===== src/rtl/kdi_pkg.sv =====
package kdi_pkg;
    typedef enum logic [1:0] {
        K_EMPTY    = 2'd0,
        K_FULL     = 2'd1,
        K_OVERRUN  = 2'd2
    } kb_state_t;

    typedef enum logic {
        D_IDLE = 1'b0,
        D_SEND = 1'b1
    } dp_state_t;

    localparam int OFF_KB_DATA = 0;
    localparam int OFF_KB_STAT = 1;
    localparam int OFF_KB_CTRL = 2;
    localparam int OFF_DP_DATA = 4;
    localparam int OFF_DP_STAT = 5;
    localparam int OFF_DP_CTRL = 6;

    localparam int KB_RDY_BIT = 1;
    localparam int KB_OVR_BIT = 0;
    localparam int DP_RDY_BIT = 2;
    localparam int IE_BIT     = 0;

    localparam int NUM_CH = 2;
    localparam int CH_KB  = 0;
    localparam int CH_DP  = 1;
endpackage


===== src/rtl/kdi_kbd_chan.sv =====
module kdi_kbd_chan
    import kdi_pkg::*;
#(
    parameter int DATA_W = 8
) (
    input  logic              clk,
    input  logic              rst_n,
    input  logic              key_valid,
    input  logic [DATA_W-1:0] key_char,
    input  logic              stat_rd,
    input  logic              ack,
    output logic [DATA_W-1:0] data_q,
    output logic              ready,
    output logic              overrun
);
    kb_state_t state_q, state_d;
    logic      clear;

    assign clear = stat_rd | ack;

    always_ff @(posedge clk or negedge rst_n) begin
        if (!rst_n) begin
            state_q <= K_EMPTY;
        end else begin
            state_q <= state_d;
        end
    end

    always_comb begin
        state_d = state_q;
        unique case (state_q)
            K_EMPTY: begin
                if (key_valid) state_d = K_FULL;
            end
            K_FULL, K_OVERRUN: begin
                if (key_valid && clear)  state_d = K_FULL;
                else if (key_valid)      state_d = K_OVERRUN;
                else if (clear)          state_d = K_EMPTY;
            end
            default: state_d = K_EMPTY;
        endcase
    end

    always_ff @(posedge clk or negedge rst_n) begin
        if (!rst_n) begin
            data_q <= '0;
        end else if (key_valid) begin
            data_q <= key_char;
        end
    end

    always_comb begin
        ready   = 1'b0;
        overrun = 1'b0;
        unique case (state_q)
            K_EMPTY:   ;
            K_FULL:    ready = 1'b1;
            K_OVERRUN: begin
                ready   = 1'b1;
                overrun = 1'b1;
            end
            default:   ;
        endcase
    end
endmodule


===== src/rtl/kdi_disp_chan.sv =====
module kdi_disp_chan
    import kdi_pkg::*;
#(
    parameter int DATA_W = 8
) (
    input  logic              clk,
    input  logic              rst_n,
    input  logic              store,
    input  logic [DATA_W-1:0] wdata,
    input  logic              stat_rd,
    input  logic              ack,
    input  logic              out_ready,
    output logic              out_valid,
    output logic [DATA_W-1:0] out_char,
    output logic              ready_flag
);
    dp_state_t state_q, state_d;
    logic      done;

    always_ff @(posedge clk or negedge rst_n) begin
        if (!rst_n) begin
            state_q <= D_IDLE;
        end else begin
            state_q <= state_d;
        end
    end

    always_comb begin
        state_d = state_q;
        done    = 1'b0;
        unique case (state_q)
            D_IDLE: begin
                if (store) state_d = D_SEND;
            end
            D_SEND: begin
                if (!store && out_ready) begin
                    state_d = D_IDLE;
                    done    = 1'b1;
                end
            end
            default: state_d = D_IDLE;
        endcase
    end

    always_comb begin
        out_valid = (state_q == D_SEND);
    end

    always_ff @(posedge clk or negedge rst_n) begin
        if (!rst_n) begin
            out_char <= '0;
        end else if (store) begin
            out_char <= wdata;
        end
    end

    always_ff @(posedge clk or negedge rst_n) begin
        if (!rst_n) begin
            ready_flag <= 1'b1;
        end else if (store) begin
            ready_flag <= 1'b0;
        end else if (done) begin
            ready_flag <= 1'b1;
        end else if (stat_rd || ack) begin
            ready_flag <= 1'b0;
        end
    end
endmodule


===== src/rtl/kdi_bus_decode.sv =====
module kdi_bus_decode
    import kdi_pkg::*;
#(
    parameter int ADDR_W = 3,
    parameter int DATA_W = 8
) (
    input  logic              clk,
    input  logic              rst_n,
    input  logic [ADDR_W-1:0] addr,
    input  logic              wr_en,
    input  logic              rd_en,
    input  logic [DATA_W-1:0] kb_data,
    input  logic              kb_ready,
    input  logic              kb_overrun,
    input  logic              kb_ie,
    input  logic [DATA_W-1:0] dp_data,
    input  logic              dp_ready_flag,
    input  logic              dp_ie,
    output logic              kb_stat_rd,
    output logic              kb_ctrl_wr,
    output logic              dp_store,
    output logic              dp_stat_rd,
    output logic              dp_ctrl_wr,
    output logic [DATA_W-1:0] rdata
);
    localparam logic [ADDR_W-1:0] A_KB_DATA = ADDR_W'(OFF_KB_DATA);
    localparam logic [ADDR_W-1:0] A_KB_STAT = ADDR_W'(OFF_KB_STAT);
    localparam logic [ADDR_W-1:0] A_KB_CTRL = ADDR_W'(OFF_KB_CTRL);
    localparam logic [ADDR_W-1:0] A_DP_DATA = ADDR_W'(OFF_DP_DATA);
    localparam logic [ADDR_W-1:0] A_DP_STAT = ADDR_W'(OFF_DP_STAT);
    localparam logic [ADDR_W-1:0] A_DP_CTRL = ADDR_W'(OFF_DP_CTRL);

    logic [DATA_W-1:0] rd_mux;

    assign kb_stat_rd = rd_en && (addr == A_KB_STAT);
    assign dp_stat_rd = rd_en && (addr == A_DP_STAT);
    assign kb_ctrl_wr = wr_en && (addr == A_KB_CTRL);
    assign dp_ctrl_wr = wr_en && (addr == A_DP_CTRL);
    assign dp_store   = wr_en && (addr == A_DP_DATA);

    always_comb begin
        rd_mux = '0;
        if (addr == A_KB_DATA) begin
            rd_mux = kb_data;
        end else if (addr == A_KB_STAT) begin
            rd_mux[KB_RDY_BIT] = kb_ready;
            rd_mux[KB_OVR_BIT] = kb_overrun;
        end else if (addr == A_KB_CTRL) begin
            rd_mux[IE_BIT] = kb_ie;
        end else if (addr == A_DP_DATA) begin
            rd_mux = dp_data;
        end else if (addr == A_DP_STAT) begin
            rd_mux[DP_RDY_BIT] = dp_ready_flag;
        end else if (addr == A_DP_CTRL) begin
            rd_mux[IE_BIT] = dp_ie;
        end
    end

    always_ff @(posedge clk or negedge rst_n) begin
        if (!rst_n) begin
            rdata <= '0;
        end else if (rd_en) begin
            rdata <= rd_mux;
        end
    end
endmodule


===== src/rtl/kdi_top.sv =====
module kdi_top
    import kdi_pkg::*;
#(
    parameter int ADDR_W = 3,
    parameter int DATA_W = 8
) (
    input  logic              clk,
    input  logic              rst_n,
    input  logic [ADDR_W-1:0] addr,
    input  logic              wr_en,
    input  logic              rd_en,
    input  logic [DATA_W-1:0] wdata,
    output logic [DATA_W-1:0] rdata,
    input  logic              kb_valid,
    input  logic [DATA_W-1:0] kb_char,
    output logic              dp_valid,
    output logic [DATA_W-1:0] dp_char,
    input  logic              dp_ready,
    input  logic [1:0]        irq_ack,
    output logic              kb_irq,
    output logic              dp_irq
);
    logic [DATA_W-1:0] kb_data;
    logic              kb_ready, kb_overrun, kb_stat_rd, kb_ctrl_wr;
    logic              dp_ready_flag, dp_store, dp_stat_rd, dp_ctrl_wr;
    logic              kb_ie, dp_ie;

    kdi_bus_decode #(.ADDR_W(ADDR_W), .DATA_W(DATA_W)) u_dec (
        .clk           (clk),
        .rst_n         (rst_n),
        .addr          (addr),
        .wr_en         (wr_en),
        .rd_en         (rd_en),
        .kb_data       (kb_data),
        .kb_ready      (kb_ready),
        .kb_overrun    (kb_overrun),
        .kb_ie         (kb_ie),
        .dp_data       (dp_char),
        .dp_ready_flag (dp_ready_flag),
        .dp_ie         (dp_ie),
        .kb_stat_rd    (kb_stat_rd),
        .kb_ctrl_wr    (kb_ctrl_wr),
        .dp_store      (dp_store),
        .dp_stat_rd    (dp_stat_rd),
        .dp_ctrl_wr    (dp_ctrl_wr),
        .rdata         (rdata)
    );

    kdi_kbd_chan #(.DATA_W(DATA_W)) u_kbd (
        .clk       (clk),
        .rst_n     (rst_n),
        .key_valid (kb_valid),
        .key_char  (kb_char),
        .stat_rd   (kb_stat_rd),
        .ack       (irq_ack[CH_KB]),
        .data_q    (kb_data),
        .ready     (kb_ready),
        .overrun   (kb_overrun)
    );

    kdi_disp_chan #(.DATA_W(DATA_W)) u_disp (
        .clk        (clk),
        .rst_n      (rst_n),
        .store      (dp_store),
        .wdata      (wdata),
        .stat_rd    (dp_stat_rd),
        .ack        (irq_ack[CH_DP]),
        .out_ready  (dp_ready),
        .out_valid  (dp_valid),
        .out_char   (dp_char),
        .ready_flag (dp_ready_flag)
    );

    always_ff @(posedge clk or negedge rst_n) begin
        if (!rst_n) begin
            kb_ie <= 1'b0;
            dp_ie <= 1'b0;
        end else begin
            if (kb_ctrl_wr) kb_ie <= wdata[IE_BIT];
            if (dp_ctrl_wr) dp_ie <= wdata[IE_BIT];
        end
    end

    assign kb_irq = kb_ie & kb_ready;
    assign dp_irq = dp_ie & dp_ready_flag;
endmodule


===== config.mk =====
export PLATFORM = sky130hd
export DESIGN_NAME = kdi_top
export DESIGN_NICKNAME = d
export VERILOG_FILES = /design/src/rtl/kdi_pkg.sv /design/src/rtl/kdi_kbd_chan.sv /design/src/rtl/kdi_disp_chan.sv /design/src/rtl/kdi_bus_decode.sv /design/src/rtl/kdi_top.sv
export SDC_FILE = /design/constraint.sdc
export NUM_CORES = 1
export LEC_CHECK = 0
export BUFFER_PORTS_ARGS = -buffer_cell sky130_fd_sc_hd__buf_4
export CORE_ASPECT_RATIO = 0.9
export CORE_MARGIN = 10
export CORE_UTILIZATION = 45
export DETAILED_ROUTE_END_ITERATION = 6
export GPL_TIMING_DRIVEN = 0
export PLACE_DENSITY = 0.84
export SLEW_MARGIN = 25
export SYNTH_ARGS = -nofsm -noshare
export SYNTH_HDL_FRONTEND = slang
export SYNTH_SLANG_ARGS = --single-unit

===== constraint.sdc =====
create_clock -name clk -period 1.28 [get_ports clk]
set_input_delay 0.256 -clock clk [delete_from_list [all_inputs] [get_ports clk]]
set_output_delay 0.256 -clock clk [all_outputs]
set_load 0.02 [all_outputs]

== Yosys cells after proc, flatten, opt, wreduce, memory -nomap -nowiden ==
Cells that the tools add are included.

* Equality and inequality tests: 9
* Mux-type cells: 27
* Bitwise operators: 4
* Reductions and logical operators: 14

{| class="wikitable"
|+ Operators with widths
! kind !! count
|-
| $mux W1 || 16
|-
| $mux W2 || 5
|-
| $eq A3 B3 Y1 const B || 3
|-
| $mux W8 || 1
|-
| $logic_and A1 B1 Y1 || 7
|-
| $mux W7 || 1
|-
| $mux W6 || 1
|-
| $mux W5 || 1
|-
| $ne A4 B1 Y1 const B || 1
|-
| $pmux W2 S2 || 1
|-
| $eq A3 B1 Y1 const B || 1
|-
| $eq A3 B2 Y1 const B || 1
|-
| $logic_not A3 Y1 || 1
|-
| $reduce_bool A3 Y1 || 1
|-
| $and A1 B1 Y1 || 2
|-
| $eq A2 B1 Y1 const B || 1
|-
| $eq A2 B2 Y1 const B || 1
|-
| $logic_not A2 Y1 || 1
|-
| $ne A2 B2 Y1 const B || 1
|-
| $pmux W1 S2 || 1
|-
| $reduce_and A2 Y1 || 1
|-
| $reduce_or A2 Y1 || 1
|-
| $logic_not A1 Y1 || 1
|-
| $logic_or A1 B1 Y1 || 1
|-
| 2 further kinds || 2
|}

* Register bits: 30
* Input bits: 27
* Word-level logic and storage cells: 62

== Longest topological paths before layout ==
* Depth after elaboration: 8
* Depth in mapped cells: 5
* Depth with buffers taken out: 5

== Hierarchy ==
Synthesis repeated with hierarchy kept, for this count alone.

* Cell total of the unflattened synthesis: 118
* Area, all modules: 1446.4 um2

{| class="wikitable"
|+ Modules (own cells, without submodules)
! module !! times used !! cells each !! area each (um2) !! sequential area each (um2)
|-
| kdi_bus_decode || 1 || 56 || 499.2 || 200.2
|-
| kdi_kbd_chan || 1 || 32 || 476.7 || 250.2
|-
| kdi_disp_chan || 1 || 24 || 381.6 || 251.5
|-
| kdi_top || 1 || 6 || 88.8 || 50.0
|}

== Worst setup path after synthesis ==
OpenSTA, ideal clock, no wires.

* Path type: input-to-reg
* Start: input addr[1]
* End: register u_disp.out_char[0]
* Arrival time: 1295 ps
* Setup slack: -140 ps
* Cell stages on the path: 3
* Cells stage by stage: buf_2 -> nor4b_4 -> mux2_2

* Word-level cells in the longest chain between the ends: 2

{| class="wikitable"
|+ Ends and longest elaborated chain
! item !! RTL line !! source
|-
| from (decl) || kdi_top.sv:9 || <nowiki>input logic [ADDR_W-1:0] addr,</nowiki>
|-
| $eq A3 B3 Y1 || kdi_bus_decode.sv:39 || <nowiki>assign dp_store = wr_en && (addr == A_DP_DATA);</nowiki>
|-
| $logic_and A1 B1 Y1 || kdi_bus_decode.sv:39 ||
|-
| to (signal assigned) || kdi_disp_chan.sv:53 || <nowiki>out_char <= wdata;</nowiki>
|-
| to (decl) || kdi_disp_chan.sv:14 || <nowiki>output logic [DATA_W-1:0] out_char,</nowiki>
|}

No other way between the ends.
A chain may end at the register's enable or synchronous reset.

== Worst setup path after layout ==
* Start: register u_kbd.state_q[0]
* End: output kb_irq

* Word-level cells in the longest chain between the ends: 4
* Elaborated cells on any way between the ends: 5
* Those cells by class: eq/ne: 2; mux: 1; bitwise: 1; reduce/logical: 1

{| class="wikitable"
|+ Ends and longest elaborated chain
! item !! RTL line !! source
|-
| from (decl) || kdi_kbd_chan.sv:16 || <nowiki>kb_state_t state_q, state_d;</nowiki>
|-
| from (signal assigned) || kdi_kbd_chan.sv:25 || <nowiki>state_q <= state_d;</nowiki>
|-
| $eq A2 B1 Y1 / $eq A2 B2 Y1 (equally long branches) || kdi_kbd_chan.sv:55 || <nowiki>unique case (state_q)</nowiki>
|-
| $reduce_or A2 Y1 (no line) * || -- ||
|-
| $mux W1 * || kdi_kbd_chan.sv:55 ||
|-
| $and A1 B1 Y1 * || kdi_top.sv:84 || <nowiki>assign kb_irq = kb_ie & kb_ready;</nowiki>
|-
| to (decl) || kdi_top.sv:20 || <nowiki>output logic kb_irq,</nowiki>
|}

Every way passes the cells marked *; elsewhere a longest branch is shown, timed or not.

==> results.md <==
- The run finished, with violations left.
- The final reports fail on negative setup slack.
- The number of buffers and inverters on the critical path is 2.
- The max-slew violation count is 0.
- The number of buffer cells added on primary ports is 42.
- Across all setup checks in the final design, the least slack found is -276 ps.
- The worst-case vdd ir drop is between 0.0007 and 0.0008 V.
- The global-route usage over all layers is about an eighth.
- After legalization and detailed placement, the total HPWL measured about 2.7 mm.
- Setup repair after global routing could not meet its margin everywhere.
- The worst setup path is captured at an output pin.
- The first-pass GRT wire length is between 5 and 6 mm.
- The total die area is between 5000 and 6000 um2.
- The clock sink count is 30.
- The horizontal die dimension is approximately 80 um.
- TritonCTS built the clock tree.
- For the pin with the worst max-slew slack, the measured transition is 584 ps.
- Cells fill approximately 67% of the core in the end.
- Along the worst hold path, the cell count comes to 2.
- In the final design database the tool counted 210 nets.
- Summing the areas of all and, or, nand and nor instances in the mapped netlist gives 12.7% of the synthesized area.
- After detailed routing, the average wire length per cell comes to ~16 um.
- CTS built an H-tree with a depth of 2.
- The count of distinct cell types in the synthesized netlist is 34.
- The via count of the first global-routing pass is around 1300.
- The worst hold path belongs to the class in -> reg.
- STA puts the critical path data arrival time at approximately 1300 ps.
- The synthesized area divided by synthesized cell count is approximately 12 um2.
- Ranked by total cell area, the synthesized netlist is headed by sky130_fd_sc_hd__dfrtp_1 (51%), sky130_fd_sc_hd__mux2_2 (15%), sky130_fd_sc_hd__a22oi_1 (3.2%), sky130_fd_sc_hd__ha_1 (2.6%), sky130_fd_sc_hd__nor2b_1 (2.2%).
- The type of the worst setup path is reg -> out.
- 0 antenna diodes ended up in the layout.
- For this run, design rule violations remaining after detail routing come to 0.
- The area overhead of the layout relative to synthesis is 42.4%.
- The worst setup timing slack at the placement stage is -468 ps.
- The mux share of post-synthesis cell area is between 10% and 20%.
- The critical path depth in cells is 4.
- The share of synthesized area occupied by flip-flops and latches is 52.8%.
- The share of the clock period used by the worst path is 122%.
- The critical path goes through inv_2 > ha_4 > and2_4 > buf_6.
- The cell area after placement is roughly 1800 um2.
- The share of cells above drive strength 1 is 51.9%.
- The via count of the routed design is about 1200.
- The final hold violation count is 0.
- In this run, the number of DRC markers left after iteration 0 of detailed routing was 54.
- The share of the synthesized area in compound gates (AO/OA/AOI/OAI) is between 10% and 20%.
- Once the floorplan was initialized, standard cells occupied ~47% of the core.
- The largest fanout on the critical path is 2.
- The worst hold-check slack is between 100 and 150 ps.
- Based on the critical path, the design can be clocked at up to about 640 MHz.
- The detail-routed via count per cell is about 5.2.
- The first detailed-routing pass took 4 iterations.
- After routing the design area is a little over 2000 um2.
- The largest stage delay on the critical path is roughly 420 ps.
- The total leakage power is 0.000940 uW.
- The clock tree buffer depth is 2.
- The library cell occupying the most area in the post-synthesis netlist is sky130_fd_sc_hd__dfrtp_1.
- The max-cap violation count is 0.
- In this run the tightest slew margin relative to its limit is about three fifths.
- The total grt overflow is 0.
- The number of antenna violations at the first check in global routing is 0.
- The maximum number of pins on one net before global-route repair is 31.
- Synthesis handed over a netlist of between 100 and 150 instances.
- The number of clock buffers added by TritonCTS is 5.
- The top cell family by delay on the critical path is flip-flops.
- The cell type of the slowest stage on the worst timing path is sky130_fd_sc_hd__dfrtp_1.
- Measured in cells, the most critical reg-to-reg path has a length of 7.
- The standard cell core area is around 3000 um2.
- The worst setup path is launched from a flop.
- By area, the combinational part of the netlist is dominated by multiplexers.
- The clock latency at the later pin of the worst-skew pair is roughly 330 ps.
- Across the routed clock network, the largest skew measured is slightly above 5 ps.
- For this run, the number of Yosys warnings is 0.
- The mapped netlist covers 1420 um2.
- The congestion estimate from routability-driven global placement came to ~0.84.
- The portion of synthesized cell area occupied by the leading cell type is around half.
- The worst path in the final design needs a cycle of ~1600 ps, including I/O delays and setup.
- The total wire length after detailed routing is approximately 3.6 mm.
- The final-report setup violation count is 6.
- Data on the critical path is required at its endpoint by between 1000 and 1500 ps.
- In this run the remaining antenna-violating nets after routing total 0.
- Of the total synthesized cell area, the portion taken by full adders, half adders and majority gates is under 10%.
- In this run the core area contains 19 standard-cell rows.
- Clock-pin slew was measured on the worst setup and hold paths at 100 ps.
- The vertical die dimension is 73.4 um.
- In this run the count of I/O pins placed on the die edge is 46.
- The synthesized-area fraction occupied by xor and xnor cells is 0%.
- Clock tree synthesis selected as its root buffer the cell sky130_fd_sc_hd__clkbuf_4.
- The number of storage elements in the synthesis netlist is 30.
- The net count of the mapped netlist is approximately 150.
- The power density over cell area is about 1500 nW/um2.
[worst reg2reg max path: stages, from the launching register on]
cell and delay (ps):
sky130_fd_sc_hd__dfrtp_1 420, sky130_fd_sc_hd__inv_2 90, sky130_fd_sc_hd__ha_4 210, sky130_fd_sc_hd__buf_4 130
sky130_fd_sc_hd__buf_6 110, sky130_fd_sc_hd__mux2_4 260, sky130_fd_sc_hd__a21oi_2 110, sky130_fd_sc_hd__o22ai_1 70
[registers in the layout, indices dropped and copies added (netlist names)]
| signal | count |
|---|---|
| u_disp.ready_flag | 1 |
| u_disp.out_valid | 1 |
| u_dec.rdata | 8 |
| kb_ie | 1 |
| u_kbd.data_q | 8 |
| dp_ie | 1 |
| u_kbd.state_q | 2 |
| u_disp.out_char | 8 |
[what timing repair did]
item / 4_1_cts / 5_1_grt
resized for setup: 10 / 5
endpoints found under the hold margin: 29 / 0
buffers inserted: 8 / 3
endpoints found under the setup margin: 18 / 6
hold buffers: 1 / 0
cloned: 0 / 0
pin swaps: 6 / 4
[area by class of cell]
| class | count | area (um2) |
|---|---|---|
| Tap cell | 42 | 52.6 |
| Buffer | 7 | 45.0 |
| Clock buffer | 6 | 51.3 |
| Multi-Input combinational cell | 76 | 679 |
| Fill cell | 264 | 1020 |
| Clock inverter | 2 | 12.5 |
| Inverter | 8 | 30.0 |
| Timing Repair Buffer | 52 | 404 |
| Sequential cell | 30 | 752 |
[final timing paths]
path                                         startpoint                             to  slack, ps
setup / recovery           u_kbd.state_q[0]$_DFFE_PN0P_                         kb_irq       -280
hold / removal                               kb_char[6]    u_kbd.data_q[6]$_DFFE_PN0P_        140
setup reg to reg           u_kbd.state_q[0]$_DFFE_PN0P_     u_dec.rdata[1]$_DFFE_PN0P_       -240
hold reg to reg             u_kbd.data_q[0]$_DFFE_PN0P_    u_kbd.data_q[0]$_DFFE_PN0P_        520
max in group asynchronous                         rst_n  u_disp.ready_flag$_DFFE_PN1P_        590
min in group asynchronous                         rst_n              kb_ie$_DFFE_PN0P_        380
[metal layers]
layer | wire, um | track usage [%] | vias up
li1 | - | - | 551
met1 | 1460 | 13.4 | 559
met2 | 1760 | 22.0 | 42
met3 | 362 | 6.83 | 7
met4 | 51 | 5.37 | 0
met5 | 0 | 0 | -
[cells in the final DEF (no fill, tap or decap), types with 2 or more instances in the layout]
| cell type | instances |
|---|---|
| sky130_fd_sc_hd__nand2_1 | 2 |
| sky130_fd_sc_hd__nand2b_1 | 2 |
| sky130_fd_sc_hd__ha_4 | 3 |
| sky130_fd_sc_hd__inv_1 | 6 |
| sky130_fd_sc_hd__a22oi_1 | 6 |
| sky130_fd_sc_hd__buf_6 | 4 |
| sky130_fd_sc_hd__a21oi_1 | 5 |
| sky130_fd_sc_hd__nor2_1 | 8 |
| sky130_fd_sc_hd__inv_2 | 2 |
| sky130_fd_sc_hd__o22ai_1 | 2 |
| sky130_fd_sc_hd__nor2b_1 | 4 |
| sky130_fd_sc_hd__nand4b_1 | 2 |
| sky130_fd_sc_hd__buf_4 | 48 |
| sky130_fd_sc_hd__clkbuf_1 | 4 |
| sky130_fd_sc_hd__clkbuf_4 | 5 |
| sky130_fd_sc_hd__and2_4 | 2 |
| sky130_fd_sc_hd__mux2_2 | 17 |
| sky130_fd_sc_hd__dfrtp_1 | 29 |
| sky130_fd_sc_hd__mux2_4 | 2 |
| sky130_fd_sc_hd__o21ai_0 | 3 |
[power by group]
group	internal (uW)	leakage (uW)	switching, uW	total (uW)
Sequential	1100	0.000364	116	1220
Combinational	624	0.000542	522	1150
Clock	264	0.0000343	348	611
Total	1990	0.000940	986	2980
[logic make-up (layout without fill, tap and decap cells)]
logic type,Yosys count,count (layout)
DFF,30,30
buffers and inverters,15,75
adders and majority gates,3,3
AOI/OAI and AO/OA,25,25
muxes,20,20
and+or+nand+nor,28,28
[cells in the mapped netlist (all sizes together)]
library cell / number
a21o: 1
nor2b: 5
and2: 2
buf: 3
o22ai: 2
or2: 1
nor2: 8
o21ai: 3
nor3: 1
mux2i: 1
dfrtp: 29
inv: 8
a41o: 1
nand3b: 1
nor4bb: 1
a21oi: 6
o211ai: 1
a311o: 1
dfstp: 1
and3b: 1
nor3b: 1
nand2: 2
nor4b: 1
a22oi: 6
nand4b: 2
nand2b: 2
a32o: 1
o221ai: 1
ha: 3
a31oi: 1
a32oi: 1
mux2: 19
clkbuf: 4
[metrics by stage]
| step | instances | power, uW | setup TNS (ps) |
|---|---|---|---|
| after floorplan | 121 | 1760 | -783 |
| after global placement | 205 | 2080 | -4950 |
| after detailed placement | 205 | 2130 | -6540 |
| after CTS | 222 | 2900 | -617 |
| after global routing | 223 | 3150 | -1110 |
| final | 223 | 2980 | -931 |
Power figures use the tool's default switching activity.
